`config.mk`:
```
export PLATFORM = sky130hd
export DESIGN_NAME = hdlc_rate_arbiter
export DESIGN_NICKNAME = d
export VERILOG_FILES = /design/src/rtl/hdlc_rate_pkg.sv /design/src/rtl/hdlc_pref_store.sv /design/src/rtl/hdlc_offer_pick.sv /design/src/rtl/hdlc_neg_ctrl.sv /design/src/rtl/hdlc_rate_arbiter.sv
export SDC_FILE = /design/constraint.sdc
export NUM_CORES = 1
export LEC_CHECK = 0
export ABC_AREA = 1
export BUFFER_PORTS_ARGS = -buffer_cell sky130_fd_sc_hd__buf_2
export CORE_MARGIN = 3
export CORE_UTILIZATION = 41
export DETAILED_ROUTE_END_ITERATION = 6
export GPL_ROUTABILITY_DRIVEN = 1
export PLACE_DENSITY = 0.69
export SETUP_SLACK_MARGIN = 0.02
export SLEW_MARGIN = 5
export SYNTH_ARGS = -nofsm -noshare
export SYNTH_HDL_FRONTEND = slang
export SYNTH_SLANG_ARGS = --single-unit
```
`constraint.sdc`:
```
create_clock -name clk -period 1.36 [get_ports clk]
set_input_delay 0.272 -clock clk [delete_from_list [all_inputs] [get_ports clk]]
set_output_delay 0.272 -clock clk [all_outputs]
set_load 0.05 [all_outputs]
```
`src/rtl/hdlc_rate_pkg.sv`:
```
// Package: shared encodings for the HDLC rate negotiator.
// Assumes rate codes 1..NUM_RATES are ordered from slowest to fastest.
package hdlc_rate_pkg;

    localparam int CODE_W      = 3;
    localparam int NUM_RATES   = 5;
    localparam logic [CODE_W-1:0] CODE_NONE = 3'd0;
    localparam logic [CODE_W-1:0] CODE_RSVD = 3'd6;
    localparam logic [CODE_W-1:0] CODE_USER = 3'd7;

    typedef enum logic [1:0] {
        ST_IDLE      = 2'd0,
        ST_ADVERTISE = 2'd1,
        ST_COMPARE   = 2'd2,
        ST_OPER      = 2'd3
    } neg_state_t;

    // True for a code that names one of the predefined rates.
    function automatic logic is_rate_code(input logic [CODE_W-1:0] c);
        return (c != CODE_NONE) && (int'(c) <= NUM_RATES);
    endfunction

    // True for a code the preferred-rate register accepts.
    function automatic logic is_pref_code(input logic [CODE_W-1:0] c);
        return is_rate_code(c) || (c == CODE_USER);
    endfunction

endpackage

```
`src/rtl/hdlc_pref_store.sv`:
```
// Module: holds the local preferred rate code written by management.
// Accepts only predefined codes or the user-defined code; other writes
// are dropped. Flags an accepted write that changes the stored value,
// combinationally, so the controller can restart in the same edge.
module hdlc_pref_store
    import hdlc_rate_pkg::*;
#(
    parameter logic [CODE_W-1:0] DEFAULT_PREF = 3'd5
) (
    input  logic              clk,
    input  logic              rst_n,
    input  logic              wr,
    input  logic [CODE_W-1:0] wdata,
    output logic [CODE_W-1:0] pref,
    output logic              changed
);

    logic accept;

    // Decide whether the incoming write is legal and whether it differs.
    always_comb begin
        accept  = wr && is_pref_code(wdata);
        changed = accept && (wdata != pref);
    end

    // Store the preferred code; reset loads the default.
    always_ff @(posedge clk) begin
        if (!rst_n) begin
            pref <= DEFAULT_PREF;
        end else if (accept) begin
            pref <= wdata;
        end
    end

endmodule

```
`src/rtl/hdlc_offer_pick.sv`:
```
// Module: builds the local offer from the supported-rate mask and the
// preferred code, intersects it with the far-end mask, and returns the
// highest shared code. Purely combinational.
// Assumes bit i of each mask stands for rate code i+1.
module hdlc_offer_pick
    import hdlc_rate_pkg::*;
#(
    parameter int               RATES      = NUM_RATES,
    parameter logic [RATES-1:0] LOCAL_CAPS = '1
) (
    input  logic [CODE_W-1:0] pref,
    input  logic [RATES-1:0]  remote,
    output logic [RATES-1:0]  offer,
    output logic              found,
    output logic [CODE_W-1:0] best
);

    logic [RATES-1:0] common;

    // One offer bit per rate: supported locally and not above the preferred rate.
    for (genvar g = 0; g < RATES; g++) begin : g_offer
        assign offer[g] = LOCAL_CAPS[g] && (int'(pref) >= g + 1) && is_rate_code(pref);
    end

    assign common = offer & remote;

    // Priority pick: the highest shared rate wins.
    always_comb begin
        found = 1'b0;
        best  = CODE_NONE;
        for (int i = 0; i < RATES; i++) begin
            if (common[i]) begin
                found = 1'b1;
                best  = CODE_W'(i + 1);
            end
        end
    end

endmodule

```
`src/rtl/hdlc_neg_ctrl.sv`:
```
// Module: negotiation state machine. Walks IDLE, ADVERTISE, COMPARE and
// OPERATIONAL, owns the current-rate code, the done pulse and the
// higher-layer byte mask. Assumes the pick result is valid whenever the
// latched remote mask and the stored preferred code are stable.
module hdlc_neg_ctrl
    import hdlc_rate_pkg::*;
#(
    parameter int RATES  = NUM_RATES,
    parameter int MASK_W = 10
) (
    input  logic              clk,
    input  logic              rst_n,
    input  logic              link_up,
    input  logic              restart,
    input  logic [CODE_W-1:0] pref,
    input  logic              remote_valid,
    input  logic [RATES-1:0]  remote_caps,
    input  logic [MASK_W-1:0] user_mask,
    input  logic              pick_found,
    input  logic [CODE_W-1:0] pick_code,
    output logic [RATES-1:0]  remote_q,
    output neg_state_t        state,
    output logic [CODE_W-1:0] code,
    output logic              done,
    output logic [MASK_W-1:0] bmask
);

    neg_state_t        state_n;
    logic [CODE_W-1:0] code_n;
    logic              done_n;
    logic [MASK_W-1:0] bmask_n;
    logic [RATES-1:0]  remote_n;

    // Next-state and next-output decision for one edge.
    always_comb begin
        state_n  = state;
        code_n   = code;
        done_n   = 1'b0;
        bmask_n  = bmask;
        remote_n = remote_q;
        if (!link_up) begin
            state_n = ST_IDLE;
            code_n  = CODE_NONE;
            bmask_n = '0;
        end else if (restart && (state != ST_IDLE)) begin
            state_n = ST_ADVERTISE;
            code_n  = CODE_NONE;
            bmask_n = '0;
        end else begin
            unique case (state)
                ST_IDLE: begin
                    state_n = ST_ADVERTISE;
                end
                ST_ADVERTISE: begin
                    if (pref == CODE_USER) begin
                        state_n = ST_OPER;
                        code_n  = CODE_USER;
                        done_n  = 1'b1;
                        bmask_n = user_mask;
                    end else if (remote_valid) begin
                        remote_n = remote_caps;
                        state_n  = ST_COMPARE;
                    end
                end
                ST_COMPARE: begin
                    if (pick_found) begin
                        state_n = ST_OPER;
                        code_n  = pick_code;
                        done_n  = 1'b1;
                    end else begin
                        state_n = ST_ADVERTISE;
                        code_n  = CODE_NONE;
                    end
                end
                ST_OPER: begin
                    state_n = ST_OPER;
                end
                default: begin
                    state_n = ST_IDLE;
                    code_n  = CODE_NONE;
                end
            endcase
        end
    end

    // Register the state, outputs and latched far-end mask.
    always_ff @(posedge clk) begin
        if (!rst_n) begin
            state    <= ST_IDLE;
            code     <= CODE_NONE;
            done     <= 1'b0;
            bmask    <= '0;
            remote_q <= '0;
        end else begin
            state    <= state_n;
            code     <= code_n;
            done     <= done_n;
            bmask    <= bmask_n;
            remote_q <= remote_n;
        end
    end

endmodule

```
`src/rtl/hdlc_rate_arbiter.sv`:
```
// Module (top): HDLC channel rate negotiator. Ties together the
// preferred-rate store, the offer/pick logic and the negotiation state
// machine, and gates rate adaptation. Assumes a single clock domain and
// that remote_caps is meaningful whenever remote_valid is high.
module hdlc_rate_arbiter
    import hdlc_rate_pkg::*;
#(
    parameter logic [2:0] DEFAULT_PREF = 3'd5,
    parameter logic [4:0] LOCAL_CAPS   = 5'b11111,
    parameter int         MASK_W       = 10
) (
    input  logic              clk,
    input  logic              rst_n,
    input  logic              link_up,
    input  logic              pref_wr,
    input  logic [2:0]        pref_wdata,
    input  logic              remote_valid,
    input  logic [4:0]        remote_caps,
    input  logic [MASK_W-1:0] user_mask,
    input  logic              adapt_req,
    output logic [2:0]        cur_code,
    output logic [1:0]        neg_state,
    output logic              neg_done,
    output logic [MASK_W-1:0] byte_mask,
    output logic              adapt_en
);

    logic [CODE_W-1:0]    pref;
    logic                 pref_changed;
    logic [NUM_RATES-1:0] remote_q;
    logic [NUM_RATES-1:0] offer;
    logic                 pick_found;
    logic [CODE_W-1:0]    pick_code;
    neg_state_t           state;

    hdlc_pref_store #(
        .DEFAULT_PREF (DEFAULT_PREF)
    ) u_pref (
        .clk     (clk),
        .rst_n   (rst_n),
        .wr      (pref_wr),
        .wdata   (pref_wdata),
        .pref    (pref),
        .changed (pref_changed)
    );

    hdlc_offer_pick #(
        .RATES      (NUM_RATES),
        .LOCAL_CAPS (LOCAL_CAPS)
    ) u_pick (
        .pref   (pref),
        .remote (remote_q),
        .offer  (offer),
        .found  (pick_found),
        .best   (pick_code)
    );

    hdlc_neg_ctrl #(
        .RATES  (NUM_RATES),
        .MASK_W (MASK_W)
    ) u_ctrl (
        .clk          (clk),
        .rst_n        (rst_n),
        .link_up      (link_up),
        .restart      (pref_changed),
        .pref         (pref),
        .remote_valid (remote_valid),
        .remote_caps  (remote_caps),
        .user_mask    (user_mask),
        .pick_found   (pick_found),
        .pick_code    (pick_code),
        .remote_q     (remote_q),
        .state        (state),
        .code         (cur_code),
        .done         (neg_done),
        .bmask        (byte_mask)
    );

    // Drive the state code and allow adaptation only on a predefined rate.
    always_comb begin
        neg_state = state;
        adapt_en  = adapt_req && (state == ST_OPER) && is_rate_code(cur_code);
    end

endmodule

```
Word level (Yosys, flattened, before mapping):

Index checks and enable logic that the tools add are counted.

* register bits after elaboration: 24
* word-level logic and storage cells: 75
* output and inout bits: 17

* mux-type cells: 21
* bitwise logic cells: 5
* equality and inequality tests: 9
* reductions and logical operators: 25
* magnitude comparators: 8

Operators by type and width (count)
* 2-to-1 mux 3 bit: 6
* logical AND 1 bit: 13
* less-or-equal comparator 3 bit, second input constant: 3
* 2-to-1 mux 1 bit: 9
* nonzero test 3 bit: 3
* one-hot mux 2 bit (4 select lines): 1
* == test 3 bit, second input constant: 2
* greater-or-equal comparator 3 x 2 -> 1 bit, second input constant: 2
* greater-or-equal comparator 3 bit, second input constant: 2
* 2-to-1 mux 2 bit: 3
* one-hot mux 3 bit (2 select lines): 1
* AND reduction 2 bit: 3
* AND 5 bit: 1
* AND reduction 5 bit: 1
* == test 2 bit, second input constant: 2
* != test 4 x 2 -> 1 bit, second input constant: 1
* inverter 1 bit: 4
* nonzero test 2 bit: 2
* greater-or-equal comparator 3 x 1 -> 1 bit, second input constant: 1
* != test 3 x 2 -> 1 bit, second input constant: 1
* != test 3 bit: 1
* OR reduction 3 bit: 1
* == test 2 x 1 -> 1 bit, second input constant: 1
* zero test 2 bit: 1
* 3 further kinds: 3

Depth between registers and ports, before layout:

* word-level depth: 12
* mapped depth: 10
* mapped depth without buffers: 10

Hierarchy:

Synthesis repeated with hierarchy kept, for this count alone.

* cells, all modules: 190
* area total of the unflattened synthesis: 1283.7 µm²

Modules (own cells, without submodules)
* hdlc_neg_ctrl: cells each 132, area an instance 947.2 µm², instances 1
* hdlc_pref_store: cells each 26, area an instance 178.9 µm², instances 1
* hdlc_offer_pick: cells each 25, area an instance 127.6 µm², instances 1
* hdlc_rate_arbiter: cells each 7, area an instance 30.0 µm², instances 1

Least setup slack after synthesis:

OpenSTA, ideal clock, no wires.

* path kind: flip-flop to output port
* start: register u_ctrl.state[0]
* end: output adapt_en
* cell stages (with the launch flop): 4
* path slack: -1124 ps
* arrival: 2212 ps
* path buffers: 0
* cells stage by stage: dfxtp_1 -> ha_1 -> nand2_1 -> a211oi_1

* longest elaborated chain between the ends: 3

RTL lines
* start, declared: line hdlc_neg_ctrl.sv:22 `output neg_state_t state,`
* start signal, assigned: line hdlc_neg_ctrl.sv:95 `state <= state_n;`
* == test 2 bit: line hdlc_rate_arbiter.sv:82 `adapt_en = adapt_req && (state == ST_OPER) && is_rate_code(cur_code);`
* logical AND 1 bit (2 in series): line hdlc_rate_arbiter.sv:82
* end, declared: line hdlc_rate_arbiter.sv:25 `output logic adapt_en`

Every way passes these cells.

Worst setup path after layout:

* start: register u_ctrl.state[1]
* end: output adapt_en

Same word-level chain as after synthesis.

==> metrics.txt <==
Clock Root Buffer=clkbuf_4; clock tree buffer depth=2; max frequency=0.6709 GHz; Worst IR Drop VDD=0.6157 mV; nets@finish=269; fill cell count=276; worst reg2reg path endpoint=u_ctrl.code[0]; Post-Synth Simple-Gate Area=0.3346; Mapped Cells=183; Synth Area in Compound Gates=0.1543; gpl congestion=0.8307; final hold violations=0; failing checks=setup timing; Commonest cells post-synth=57 x nand2_1, 24 x dfxtp_1, 20 x inv_1, 13 x nor2_1; sequential share of the synthesized area=0.3703; Async SR Flop Fraction=0; IO Pins=41; Crit Reg-Reg Startpoint=u_ctrl.state[1]; overall power=1.390 mW; hold path depth=3; Starting Density=0.4511; Die W=62.26 µm; Setup crit end kind=primary output; worst slew pin tran=0.2342 ns; PortBufs=40; DP Wirelength=2203 µm; first-pass GRT wire length=5347 µm; finished layout cell area=1879 µm²; Synth area leaders=dfxtp_1 37%, nand2_1 16%, a21oi_2 6.1%, inv_1 5.8%, a21oi_1 4.6%; reg2reg path depth=8; Antenna Nets Post-Route=0; First DRT Iteration DRCs=30; area leader, netlist=dfxtp_1; CTS tree=done; Worst EP arrival=1.22 ns; crit-path max FO=2; Max Cap Viol=0; Mapped Area=1297 µm²; Via density=4.691; Row Count=19; DRC violations left=0; register-to-register setup slack=-0.10 ns; clock sinks=24; largest family of logic cells by synthesized area=simple AND/OR/NAND/NOR gates; DRT Wirelength=3108 µm; Die Area=3876 µm²; EDFF count, synth=0; clock period minus worst slack=1.491 ns; fin util=0.6533; status=finished, violations left; CTS buffer count=3; Synth Net Count=211; RSZ-0062 raised after global routing=yes; vias in the first global route=1220; max-slew violations=0; worst setup margin=-0.1306 ns; Yosys top cell area share=0.3703; # H-tree levels=1; HP Start=user_mask[0]; Setup Skew=0.01332 ns; Area Overhead vs Synth=44.84%; initial antenna violation count=0; clk slew on worst S/H paths=0.13 ns; clock latency on the worst-skew pair=0.31 ns; layout cell share with drive strength beyond 1=0.4542; Via Count=1323; Syn Area/Cell=7.090 µm²; Period Utilization, post-route=1.096; Placed Area=1634 µm²; final setup vio count=10; Die H=62.26 µm; multi-input logic area=843.3 µm²; 1st-pass router iterations=4; crit start category=flop; core area=2877 µm²; Hold Path Class=input port to flop; ant diodes=0; Cell Pwr Density=739.6 nW/µm²; Setup CP Type=flop to primary output; leak pwr=0.8623 nW; grt ovf=0; WHS=0.2032 ns; post-synthesis mux area share=0; CTS Hold Buffers Added=0; GRT Util Overall=0.1641; CP required=1.09 ns; Hold Path End=u_ctrl.bmask[0]; Slew HR=0.8422; pin count of the biggest net entering global routing=14; main flop type after synthesis=dfxtp_1; synth warn=0; Netlist cell types=28; Synth Area in XOR/XNOR=0.006750; Adder-Cell Fraction of Synth Area=0.03857; FF/Latch Area=501.7 µm²; Yosys reg bits=24; Routed WL per cell=11.02 µm; top-count cell post-synth=nand2_1
-- state kept, by name, summed over array words and instances (netlist names) --
name / cells
u_pref.pref: 3
u_ctrl.done: 1
u_ctrl.code: 3
u_ctrl.bmask: 10
u_ctrl.state: 2
u_ctrl.remote_q: 5
-- layout make-up --
class                      count  area share
multi-input combinational    133      0.4487
sequential                    24      0.2670
timing repair buffer          54      0.1851
inverter                      24     0.05459
tap                           42     0.02796
clock buffer                   4     0.01398
timing repair inverter         1    0.002663
-- report_power, final --
part	switching, mW	total (mW)	internal (mW)	leakage [nW]
clock network	0.196	0.310	0.114	0.0150
registers	0.0199	0.738	0.718	0.198
logic	0.202	0.342	0.140	0.649
-- cell usage in the layout, fill, tap and decap left out, drive strengths merged --
cell type	instances
clkinv	2
nand2	60
nand3	17
dfxtp	24
clkbuf	4
o21bai	1
ha	4
o21a	1
inv	23
nand4	1
a211oi	1
buf	54
xnor2	1
o21ai	4
or2	1
nor2	16
o211ai	2
nor3	3
a21oi	21
-- what timing repair did --
action                     4_1_cts  5_1_grt
setup endpoints to repair        6       24
gates resized for setup         11       33
cloned                           2        2
pin swaps                        5        3
setup buffers                    3        2
-- cells by family (layout without fill, tap and decap cells) --
logic type,after synthesis,count (layout)
adder cells (fa/ha/maj),4,4
buffers and inverters,28,83
XOR/XNOR,1,1
flip-flops,24,24
AND/OR/NAND/NOR,96,98
AO/OA/AOI/OAI,30,30
-- critical path, cell delays in order (launching register included) --
cell,delay [ns]
dfxtp_4,0.38
ha_4,0.14
nand2_4,0.05
a211oi_4,0.15
buf_6,0.18
-- per-layer routing --
| metal | wire length, µm | GRT usage | up-vias | share of wire |
|---|---|---|---|---|
| met5 | 0 | 0 | - | 0 |
| met4 | 17 | 0.04132 | 0 | 0.0055 |
| met3 | 121 | 0.03964 | 2 | 0.039 |
| met2 | 1552 | 0.2809 | 24 | 0.50 |
| met1 | 1417 | 0.2066 | 591 | 0.46 |
| li1 | - | - | 706 | - |
-- metrics by stage --
step / TNS [ns] / worst slack (ns) / instances
floorplan: -0.05588 / -0.05156 / 183
global placement: 0 / 0.05125 / 269
detailed placement: 0 / 0.02293 / 269
CTS: -0.4400 / -0.1491 / 278
global route: -1.655 / -0.1977 / 282
finish: -0.3737 / -0.1306 / 282
-- worst max-delay path by stage --
| stage | start | endpoint | slack [ns] | cells past startpoint |
|---|---|---|---|---|
| finish | u_ctrl.state[1] | adapt_en | -0.13 | 4 |
| global route | u_ctrl.state[1] | adapt_en | -0.20 | 4 |
| CTS | u_ctrl.state[0] | adapt_en | -0.15 | 4 |
| detailed placement | u_ctrl.state[1] | u_ctrl.remote_q[1] | 0.02 | 7 |
| global placement | u_ctrl.state[1] | u_ctrl.code[2] | 0.05 | 6 |
| floorplan | u_ctrl.state[0] | adapt_en | -0.05 | 3 |
(Power assumes the default switching activity.)
